$ cat src/rtl/smba_pkg.sv
package smba_pkg;

  typedef enum logic [2:0] {
    ST_IDLE,
    ST_ADDR,
    ST_ACKQ,
    ST_ACK,
    ST_TX,
    ST_HOLD
  } smba_state_e;

endpackage

$ cat src/rtl/smba_sync.sv
// Brings SCL/SDA into the clock domain and flags bus edges and conditions.
module smba_sync #(
  parameter int SYNC_LEN = 2
) (
  input  logic clk,
  input  logic rst,
  input  logic scl_i,
  input  logic sda_i,
  output logic sda_s,
  output logic scl_rise,
  output logic scl_fall,
  output logic start_det,
  output logic stop_det
);

  logic [SYNC_LEN-1:0] scl_q;
  logic [SYNC_LEN-1:0] sda_q;
  logic                scl_p;
  logic                sda_p;
  logic                scl_s;

  always_ff @(posedge clk) begin
    if (rst) begin
      scl_q <= '1;
      sda_q <= '1;
      scl_p <= 1'b1;
      sda_p <= 1'b1;
    end else begin
      scl_q <= {scl_q[SYNC_LEN-2:0], scl_i};
      sda_q <= {sda_q[SYNC_LEN-2:0], sda_i};
      scl_p <= scl_q[SYNC_LEN-1];
      sda_p <= sda_q[SYNC_LEN-1];
    end
  end

  assign scl_s     = scl_q[SYNC_LEN-1];
  assign sda_s     = sda_q[SYNC_LEN-1];
  assign scl_rise  = scl_s & ~scl_p;
  assign scl_fall  = ~scl_s & scl_p;
  assign start_det = scl_s & scl_p & sda_p & ~sda_s;
  assign stop_det  = scl_s & scl_p & ~sda_p & sda_s;

endmodule

$ cat src/rtl/smba_rx.sv
// Collects one byte, MSB first, on SCL rising edges.
module smba_rx #(
  parameter int BITS = 8
) (
  input  logic            clk,
  input  logic            rst,
  input  logic            clear,
  input  logic            en,
  input  logic            take,
  input  logic            din,
  output logic [BITS-1:0] byte_q,
  output logic            full
);

  localparam int CW = $clog2(BITS + 1);

  logic [CW-1:0] cnt;

  always_ff @(posedge clk) begin
    if (rst) begin
      cnt    <= '0;
      byte_q <= '0;
      full   <= 1'b0;
    end else begin
      full <= 1'b0;
      if (clear) begin
        cnt <= '0;
      end else if (en && take) begin
        byte_q <= {byte_q[BITS-2:0], din};
        if (cnt == CW'(BITS - 1)) begin
          cnt  <= '0;
          full <= 1'b1;
        end else begin
          cnt <= cnt + 1'b1;
        end
      end
    end
  end

endmodule

$ cat src/rtl/smba_ctrl.sv
// Response sequencing: address match, acknowledge, own-address transmit with
// arbitration, alert ownership.
module smba_ctrl
  import smba_pkg::*;
#(
  parameter int                ADDR_W    = 7,
  parameter logic [ADDR_W-1:0] RESP_ADDR = 7'b0001100
) (
  input  logic              clk,
  input  logic              rst,
  input  logic              scl_rise,
  input  logic              scl_fall,
  input  logic              start_det,
  input  logic              stop_det,
  input  logic              sda_s,
  input  logic              byte_full,
  input  logic [ADDR_W:0]   rx_byte,
  input  logic [ADDR_W-1:0] own_addr,
  input  logic              alert_req,
  output logic              rx_en,
  output logic              rx_clear,
  output logic              sda_oe,
  output logic              alert_oe,
  output logic              alert_done
);

  localparam logic [ADDR_W:0] MATCH_BYTE = {RESP_ADDR, 1'b1};
  localparam int              CNT_W      = $clog2(ADDR_W + 1);
  localparam logic [CNT_W-1:0] LAST      = CNT_W'(ADDR_W);

  smba_state_e      state;
  logic             pending_q;
  logic             sda_oe_q;
  logic             done_q;
  logic [ADDR_W:0]  tx_sh;
  logic [CNT_W-1:0] tx_cnt;
  logic             win;

  assign win = (state == ST_TX) && scl_rise && !start_det && !stop_det
               && (tx_cnt == LAST);

  always_ff @(posedge clk) begin
    if (rst) begin
      state     <= ST_IDLE;
      pending_q <= 1'b0;
      sda_oe_q  <= 1'b0;
      done_q    <= 1'b0;
      tx_sh     <= '0;
      tx_cnt    <= '0;
    end else begin
      done_q    <= 1'b0;
      pending_q <= (pending_q & ~win) | alert_req;
      if (start_det) begin
        state    <= ST_ADDR;
        sda_oe_q <= 1'b0;
      end else if (stop_det) begin
        state    <= ST_IDLE;
        sda_oe_q <= 1'b0;
      end else begin
        case (state)
          ST_ADDR: begin
            if (byte_full)
              state <= (rx_byte == MATCH_BYTE && pending_q) ? ST_ACKQ : ST_HOLD;
          end
          ST_ACKQ: begin
            if (scl_fall) begin
              sda_oe_q <= 1'b1;
              state    <= ST_ACK;
            end
          end
          ST_ACK: begin
            if (scl_fall) begin
              tx_sh    <= {own_addr, 1'b1};
              tx_cnt   <= '0;
              sda_oe_q <= ~own_addr[ADDR_W-1];
              state    <= ST_TX;
            end
          end
          ST_TX: begin
            if (scl_rise) begin
              if (tx_cnt == LAST) begin
                done_q   <= 1'b1;
                sda_oe_q <= 1'b0;
                state    <= ST_HOLD;
              end else if (!sda_oe_q && !sda_s) begin
                state <= ST_HOLD;
              end else begin
                tx_cnt <= tx_cnt + 1'b1;
              end
            end else if (scl_fall) begin
              tx_sh    <= {tx_sh[ADDR_W-1:0], 1'b0};
              sda_oe_q <= ~tx_sh[ADDR_W-1];
            end
          end
          default: ;
        endcase
      end
    end
  end

  assign rx_en      = (state == ST_ADDR);
  assign rx_clear   = start_det;
  assign sda_oe     = sda_oe_q;
  assign alert_oe   = pending_q;
  assign alert_done = done_q;

  // the data drive only moves after an SCL fall or a bus condition
  p_sda_on_low_r6: assert property (@(posedge clk) disable iff (rst)
    !$stable(sda_oe_q) |-> $past(scl_fall || start_det || stop_det));

  // an acknowledge is only queued while an alert is pending
  p_ack_needs_alert_r5: assert property (@(posedge clk) disable iff (rst)
    (state == ST_ACKQ) |-> pending_q);

  // losing leaves the line released and the alert held
  p_loss_holds_r7: assert property (@(posedge clk) disable iff (rst)
    (state == ST_TX && scl_rise && !start_det && !stop_det && tx_cnt != LAST
     && !sda_oe_q && !sda_s) |=> (state == ST_HOLD && !sda_oe_q && pending_q));

  // serving the alert releases it, and the served pulse is one cycle
  p_win_clears_alert_r8: assert property (@(posedge clk) disable iff (rst)
    (done_q && !$past(alert_req)) |-> !pending_q);

  p_done_pulse_r8: assert property (@(posedge clk) disable iff (rst)
    done_q |=> !done_q);

  // a start always restarts address reception with the line released
  p_start_aborts_r10: assert property (@(posedge clk) disable iff (rst)
    start_det |=> (state == ST_ADDR && !sda_oe_q));

  // a stop returns to idle
  p_stop_idle_r11: assert property (@(posedge clk) disable iff (rst)
    (stop_det && !start_det) |=> (state == ST_IDLE && !sda_oe_q));

endmodule

$ cat src/rtl/smba_alert_resp.sv
module smba_alert_resp #(
  parameter int                ADDR_W    = 7,
  parameter int                SYNC_LEN  = 2,
  parameter logic [ADDR_W-1:0] RESP_ADDR = 7'b0001100
) (
  input  logic              clk,
  input  logic              rst,
  input  logic              scl_i,
  input  logic              sda_i,
  input  logic [ADDR_W-1:0] own_addr,
  input  logic              alert_req,
  output logic              sda_oe,
  output logic              alert_oe,
  output logic              alert_done
);

  localparam int BYTE_W = ADDR_W + 1;

  logic              sda_s;
  logic              scl_rise;
  logic              scl_fall;
  logic              start_det;
  logic              stop_det;
  logic              rx_en;
  logic              rx_clear;
  logic              byte_full;
  logic [BYTE_W-1:0] rx_byte;

  smba_sync #(.SYNC_LEN(SYNC_LEN)) u_sync (
    .clk       (clk),
    .rst       (rst),
    .scl_i     (scl_i),
    .sda_i     (sda_i),
    .sda_s     (sda_s),
    .scl_rise  (scl_rise),
    .scl_fall  (scl_fall),
    .start_det (start_det),
    .stop_det  (stop_det)
  );

  smba_rx #(.BITS(BYTE_W)) u_rx (
    .clk    (clk),
    .rst    (rst),
    .clear  (rx_clear),
    .en     (rx_en),
    .take   (scl_rise),
    .din    (sda_s),
    .byte_q (rx_byte),
    .full   (byte_full)
  );

  smba_ctrl #(.ADDR_W(ADDR_W), .RESP_ADDR(RESP_ADDR)) u_ctrl (
    .clk        (clk),
    .rst        (rst),
    .scl_rise   (scl_rise),
    .scl_fall   (scl_fall),
    .start_det  (start_det),
    .stop_det   (stop_det),
    .sda_s      (sda_s),
    .byte_full  (byte_full),
    .rx_byte    (rx_byte),
    .own_addr   (own_addr),
    .alert_req  (alert_req),
    .rx_en      (rx_en),
    .rx_clear   (rx_clear),
    .sda_oe     (sda_oe),
    .alert_oe   (alert_oe),
    .alert_done (alert_done)
  );

endmodule

$ cat config.mk
export PLATFORM = sky130hd
export DESIGN_NAME = smba_alert_resp
export DESIGN_NICKNAME = d
export VERILOG_FILES = /design/src/rtl/smba_pkg.sv /design/src/rtl/smba_sync.sv /design/src/rtl/smba_rx.sv /design/src/rtl/smba_ctrl.sv /design/src/rtl/smba_alert_resp.sv
export SDC_FILE = /design/constraint.sdc
export NUM_CORES = 1
export LEC_CHECK = 0
export BUFFER_PORTS_ARGS = -buffer_cell sky130_fd_sc_hd__buf_2
export CORE_MARGIN = 3
export CORE_UTILIZATION = 51
export CTS_CLUSTER_DIAMETER = 30
export DETAILED_ROUTE_END_ITERATION = 12
export GPL_ROUTABILITY_DRIVEN = 0
export PLACE_DENSITY_LB_ADDON = 0.3
export REMOVE_ABC_BUFFERS = 1
export SYNTH_ARGS = -nofsm -noshare
export SYNTH_HDL_FRONTEND = slang
export SYNTH_SLANG_ARGS = --single-unit
$ cat constraint.sdc
create_clock -name clk -period 1.5 [get_ports clk]
set_input_delay 0.3 -clock clk [delete_from_list [all_inputs] [get_ports clk]]
set_output_delay 0.3 -clock clk [all_outputs]
set_load 0.01 [all_outputs]
Yosys cells after proc, flatten, opt, wreduce, memory -nomap -nowiden
Index checks and enable logic that the tools add are counted.

cells by class
  bitwise logic cells = 21
  add/subtract/negate cells = 2
  muxes and demuxes = 28
  equal/unequal tests = 23
  reduce and logical (&&, ||, !) cells = 25

operators by type and width
  kind                 count
  $mux 3               11
  $mux 7               3
  $reduce_and 6->1     3
  $ne 2x2->1 const B   7
  $pmux 7 s2           1
  $ne 4x2->1 const B   3
  $not 1->1            12
  $pmux 3 s4           1
  $mux 1               9
  $and 1x1->1          8
  $eq 8x5->1 const B   1
  $logic_and 1x1->1    7
  $reduce_and 7->1     1
  $eq 3x2->1 const B   2
  $eq 3x3->1 const B   2
  $ne 3x3->1 const B   2
  $pmux 3 s2           1
  $reduce_bool 6->1    1
  $reduce_or 3->1      2
  $ne 5x3->1 const B   1
  $reduce_and 5->1     1
  $reduce_or 5->1      1
  $add 4x1->4 const B  1
  $eq 4x3->1 const B   1
  other kinds (14)     17

word-level totals
  output and inout bits = 3
  register bits after elaboration = 35

Logic depth before layout (Yosys ltp)
  depth after elaboration = 10
  mapped depth = 7
  gate-level depth less buffers = 7

By module
Synthesis repeated with hierarchy kept, for this count alone.

unflattened totals
  cells, all modules = 160
  area total of the unflattened synthesis = 1617.8 sq um

by module, submodules not included
  module     instances  area each (sq um)  seq. area each (sq um)  cells each
  smba_ctrl  1          930.9              320.3                   93
  smba_rx    1          496.7              260.2                   51
  smba_sync  1          190.2              120.1                   16

Least setup slack after synthesis
OpenSTA, ideal clock, no wires.

  kind = reg-to-reg
  start = register u_ctrl.tx_cnt[0]
  end = register u_ctrl.state[0]
  cell stages (with the launch flop) = 8
  path slack = -72 ps
  path buffers = 0
  required time = 1414 ps
  arrival time = 1486 ps
  path through = dfxtp_1 -> ha_1 -> ha_1 -> o21ba_2 -> o211ai_1 -> o21ai_0 -> o21ai_0 -> a221oi_2

between the ends
  longest elaborated chain between the ends = 6
  elaborated cells on any way between the ends = 8

RTL lines
  element                 line             RTL
  start, declared         smba_ctrl.sv:36  logic [CNT_W-1:0] tx_cnt;
  start signal, assigned  smba_ctrl.sv:88  tx_cnt <= tx_cnt + 1'b1;
  $eq 3x3->1 *            smba_ctrl.sv:81  if (tx_cnt == LAST) begin
  $mux 3                  smba_ctrl.sv:81
  $mux 3                  smba_ctrl.sv:80  if (scl_rise) begin
  $pmux 3 s4              smba_ctrl.sv:60  case (state)
  $mux 1                  smba_ctrl.sv:56  end else if (stop_det) begin
  $mux 1                  smba_ctrl.sv:53  if (start_det) begin
  end signal, assigned    smba_ctrl.sv:63  state <= (rx_byte == MATCH_BYTE && pending_q) ? ST_ACKQ : ST_HOLD;
  end, declared           smba_ctrl.sv:31  smba_state_e state;

Every way passes the cells marked *; elsewhere a longest branch is shown, timed or not. The select of a mux whose other input is x is not followed.
A chain may end at the register's enable or synchronous reset.

Worst setup path after layout
Same ends and word-level chain as after synthesis.

==> impl_summary.log <==
INFO  metric timing.clock.skew = between 0.01 and 0.015 ns
INFO  metric final_total_negative_setup_slack = -0.07905 ns
INFO  metric power_density = 772.4 nW/um^2
INFO  metric timing_worst_setup_path_type = reg2reg
INFO  metric mappedNetlistArea = 1539 sq um
INFO  metric post-synth-top-area-cell = sky130_fd_sc_hd__dfxtp_1
INFO  metric critical_path_peak_fanout = 3
INFO  metric drt-pass1-iter-count = 4
INFO  metric postSynthCellCount = 173
INFO  metric worst_setup_hold_path_clk_slew = roughly 0.09 ns
INFO  metric floorplan.die.height = 60.93 um
INFO  metric grt_first_pass_wirelength = about 5.7 mm
INFO  metric clockPowerShare = around a third
INFO  metric detailroute.via_count = approximately 1400
INFO  metric worstSetupEndpointType = flip-flop
INFO  metric hpwl = ~2.4 mm
INFO  metric ys_top_cells_by_area = sky130_fd_sc_hd__dfxtp_1 (46%), sky130_fd_sc_hd__nor2_1 (7.3%), sky130_fd_sc_hd__mux2i_1 (6.5%)
INFO  metric p_seq_share = between 60% and 70%
INFO  metric clock-root-buffer = sky130_fd_sc_hd__clkbuf_4
INFO  metric yosys.cell_types.count = 40
INFO  metric cp_data_arrival_time = 1.82 ns
INFO  metric pin_count_of_the_biggest_net_entering_global_routing = 27
INFO  metric drv_slew = 0
INFO  metric synth_largest_type_area_fraction = between 40% and 50%
INFO  metric power.share.switching = between 20% and 30%
INFO  metric placement_stage_worst_setup_slack = -0.1635 ns
INFO  metric via_count_of_the_first_global_routing_pass = ~1300
INFO  metric min_period = around 1.6 ns
INFO  metric power.ir.vdd_worst = between 0.6 and 0.7 mV
INFO  metric slew_headroom = 75.88%
INFO  metric nNetsFinal = roughly 230
INFO  metric detail_route.wirelength = 3.620 mm
INFO  metric drt-vias-per-instance = around 5.8
INFO  metric synth_seq_area_share = about 46%
INFO  metric status = finished, violations left
INFO  metric placedInstanceArea = approximately 1800 sq um
INFO  metric setup_ws = -0.06828 ns
INFO  metric cts_inserted_buffers = 5
INFO  metric synth_most_common_cell = sky130_fd_sc_hd__dfxtp_1
INFO  metric synth_seq_cells = 35
INFO  metric timing.critical_path.required = 1.75 ns
INFO  metric worst_setup_path_start_kind = flip-flop
INFO  metric numClockSinks = 35
INFO  metric track_usage = a little over a fifth
INFO  metric floorplan.die.width = about 61 um
INFO  metric boundaryPins = 15
INFO  metric clock_path_buffers = 2
INFO  metric drt_first_iter_violations = 42
INFO  metric setup-violations-final = 2
INFO  metric max_freq = 637.6 MHz
INFO  metric synth_warn = 0
INFO  metric final.period_utilization = 104.6%
INFO  metric postSynth.asyncResetShare = 0%
INFO  metric dieArea = between 3000 and 4000 sq um
INFO  metric grt_antenna_before_repair = 0
INFO  metric post_cts_hold_buffer_count = 0
INFO  metric cts_max_level = 2
INFO  metric floorplan.core_area = 2805 sq um
INFO  metric tightest_slew = ~0.36 ns
INFO  metric failed_checks = setup timing
INFO  metric cap_viol_max_count = 0
INFO  metric rsz0062_at_grt = true
INFO  metric hold_path_class = in2reg
INFO  metric fill_cells = ~220
INFO  metric combPwrFrac = 5.9%
INFO  metric dominantRegCellSynth = sky130_fd_sc_hd__dfxtp_1
INFO  metric p_int = between 1 and 1.5 mW
INFO  metric antennaDiodeCount = 0
INFO  metric finish.instance_area = ~2000 sq um
INFO  metric layout-area-overhead-vs-synth = 27.97%
INFO  metric cts_tree = done
INFO  metric power.static_leakage = 0.7751 nW
INFO  metric antenna_left = 0
INFO  metric wire_per_inst = 14.84 um
INFO  metric synth_edf_count = 0
INFO  metric synth_top_cells_by_count = sky130_fd_sc_hd__dfxtp_1 (35), sky130_fd_sc_hd__nor2_1 (30), sky130_fd_sc_hd__nand2_1 (19)
INFO  metric finalHoldViolCount = 0
INFO  metric floorplan.initialDensity = about 55%
INFO  metric port_buffers = 14
INFO  metric post_synth.cell_area_avg = roughly 8.9 sq um
INFO  metric grt_overflow = 0
INFO  metric share_of_post_route_cells_with_drive_strength_above_1 = a little under two fifths
INFO  metric worstSkewPairLatency = approximately 0.34 ns
INFO  metric drc_errors = 0
INFO  metric row_count = 19
INFO  metric net-switching-power = around 360 uW
[final timing paths]
check / startpoint / slack, ns / end / cells after the start
worst max register to register: u_ctrl.tx_cnt[0]$_SDFFE_PP0P_ / -0.07 / u_ctrl.state[0]$_SDFFE_PP0P_ / 7
worst min-delay path: scl_i / 0.15 / u_sync.scl_q[0]$_SDFF_PP1_ / 2
worst min register to register: u_sync.sda_q[0]$_SDFF_PP1_ / 0.43 / u_sync.sda_q[1]$_SDFF_PP1_ / 1
worst max-delay path: u_ctrl.tx_cnt[0]$_SDFFE_PP0P_ / -0.07 / u_ctrl.state[0]$_SDFFE_PP0P_ / 7
[cell families after synthesis]
logic type / share of synthesized area, %
compound gates: 12.85
xor+xnor: 1.138
fa+ha+maj: 2.439
buf+inv: 2.764
flops: 45.53
mux: 7.236
simple gates: 28.05
[layout make-up]
class                   instances  area (sq um)  area share, %
clock buffers                   7         45.04          2.287
clock inverters                 1         5.005         0.2541
inverters                       2         7.507         0.3812
multi-input cells             128         892.1          45.30
flip-flops and latches         35         711.9          36.15
well taps                      31         38.79          1.970
repair buffers                 40         269.0          13.66
[power by group through the flow]
stage	logic (mW)	clock network, mW	registers, mW
after floorplan	0.0368	0	0.969
after global placement	0.0781	0	0.969
after detailed placement	0.0819	0	0.970
after CTS	0.0857	0.495	0.949
after global routing	0.0984	0.536	0.950
final	0.0902	0.482	0.948
[registers in the layout, summed over array words and instances (netlist names)]
register,cells
u_rx.byte_q,8
u_sync.sda_q,2
u_ctrl.tx_cnt,3
u_sync.scl_q,2
u_ctrl.sda_oe,1
u_ctrl.alert_done,1
u_ctrl.tx_sh,7
u_ctrl.state,3
u_rx.full,1
u_ctrl.alert_oe,1
u_sync.sda_p,1
u_rx.cnt,4
u_sync.scl_p,1
[cells in the final DEF (no fill, tap or decap), types with 4 or more instances in the layout]
cell type,count
sky130_fd_sc_hd__buf_2,14
sky130_fd_sc_hd__buf_4,25
sky130_fd_sc_hd__nand2b_1,5
sky130_fd_sc_hd__a21oi_1,9
sky130_fd_sc_hd__dfxtp_1,28
sky130_fd_sc_hd__mux2i_1,10
sky130_fd_sc_hd__or2_2,7
sky130_fd_sc_hd__nand3b_1,4
sky130_fd_sc_hd__nand2_1,19
sky130_fd_sc_hd__clkbuf_4,5
sky130_fd_sc_hd__dfxtp_2,6
sky130_fd_sc_hd__a311oi_1,4
sky130_fd_sc_hd__nor2_1,29
[per-stage QoR]
| stage | cells | hold slack, ns | total power, mW | utilization (%) |
|---|---|---|---|---|
| global placement | 231 | 0.3952 | 1.047 | 63.11 |
| CTS | 241 | 0.1379 | 1.530 | 67.57 |
| global route | 244 | 0.1400 | 1.585 | 70.21 |
| finish | 244 | 0.1462 | 1.521 | 70.21 |
| detailed placement | 231 | 0.4113 | 1.052 | 63.11 |
| floorplan | 165 | 0.3662 | 1.006 | - |
[metal layers]
| layer | part of all wire, % | GRT usage, % |
|---|---|---|
| met5 | 0 | 0 |
| met3 | 4.8 | 6.809 |
| met4 | 2.7 | 9.288 |
| met2 | 51 | 34.66 |
| met1 | 42 | 25.52 |
[critical path: stages (launching register included)]
cell and delay (ns):
sky130_fd_sc_hd__dfxtp_2 0.35, sky130_fd_sc_hd__ha_4 0.16, sky130_fd_sc_hd__ha_4 0.15, sky130_fd_sc_hd__o21ba_4 0.23, sky130_fd_sc_hd__o211ai_1 0.09, sky130_fd_sc_hd__o21ai_1 0.14
sky130_fd_sc_hd__o21ai_1 0.12, sky130_fd_sc_hd__a221oi_2 0.25
[timing repair]
| item | 4_1_cts | 5_1_grt |
|---|---|---|
| gates cloned | 0 | 1 |
| endpoints found under the setup margin | 15 | 24 |
| pin swaps | 3 | 8 |
| resized for setup | 16 | 14 |
| buffers inserted | 2 | 2 |
Note: power is estimated with default switching activity, not from simulation.
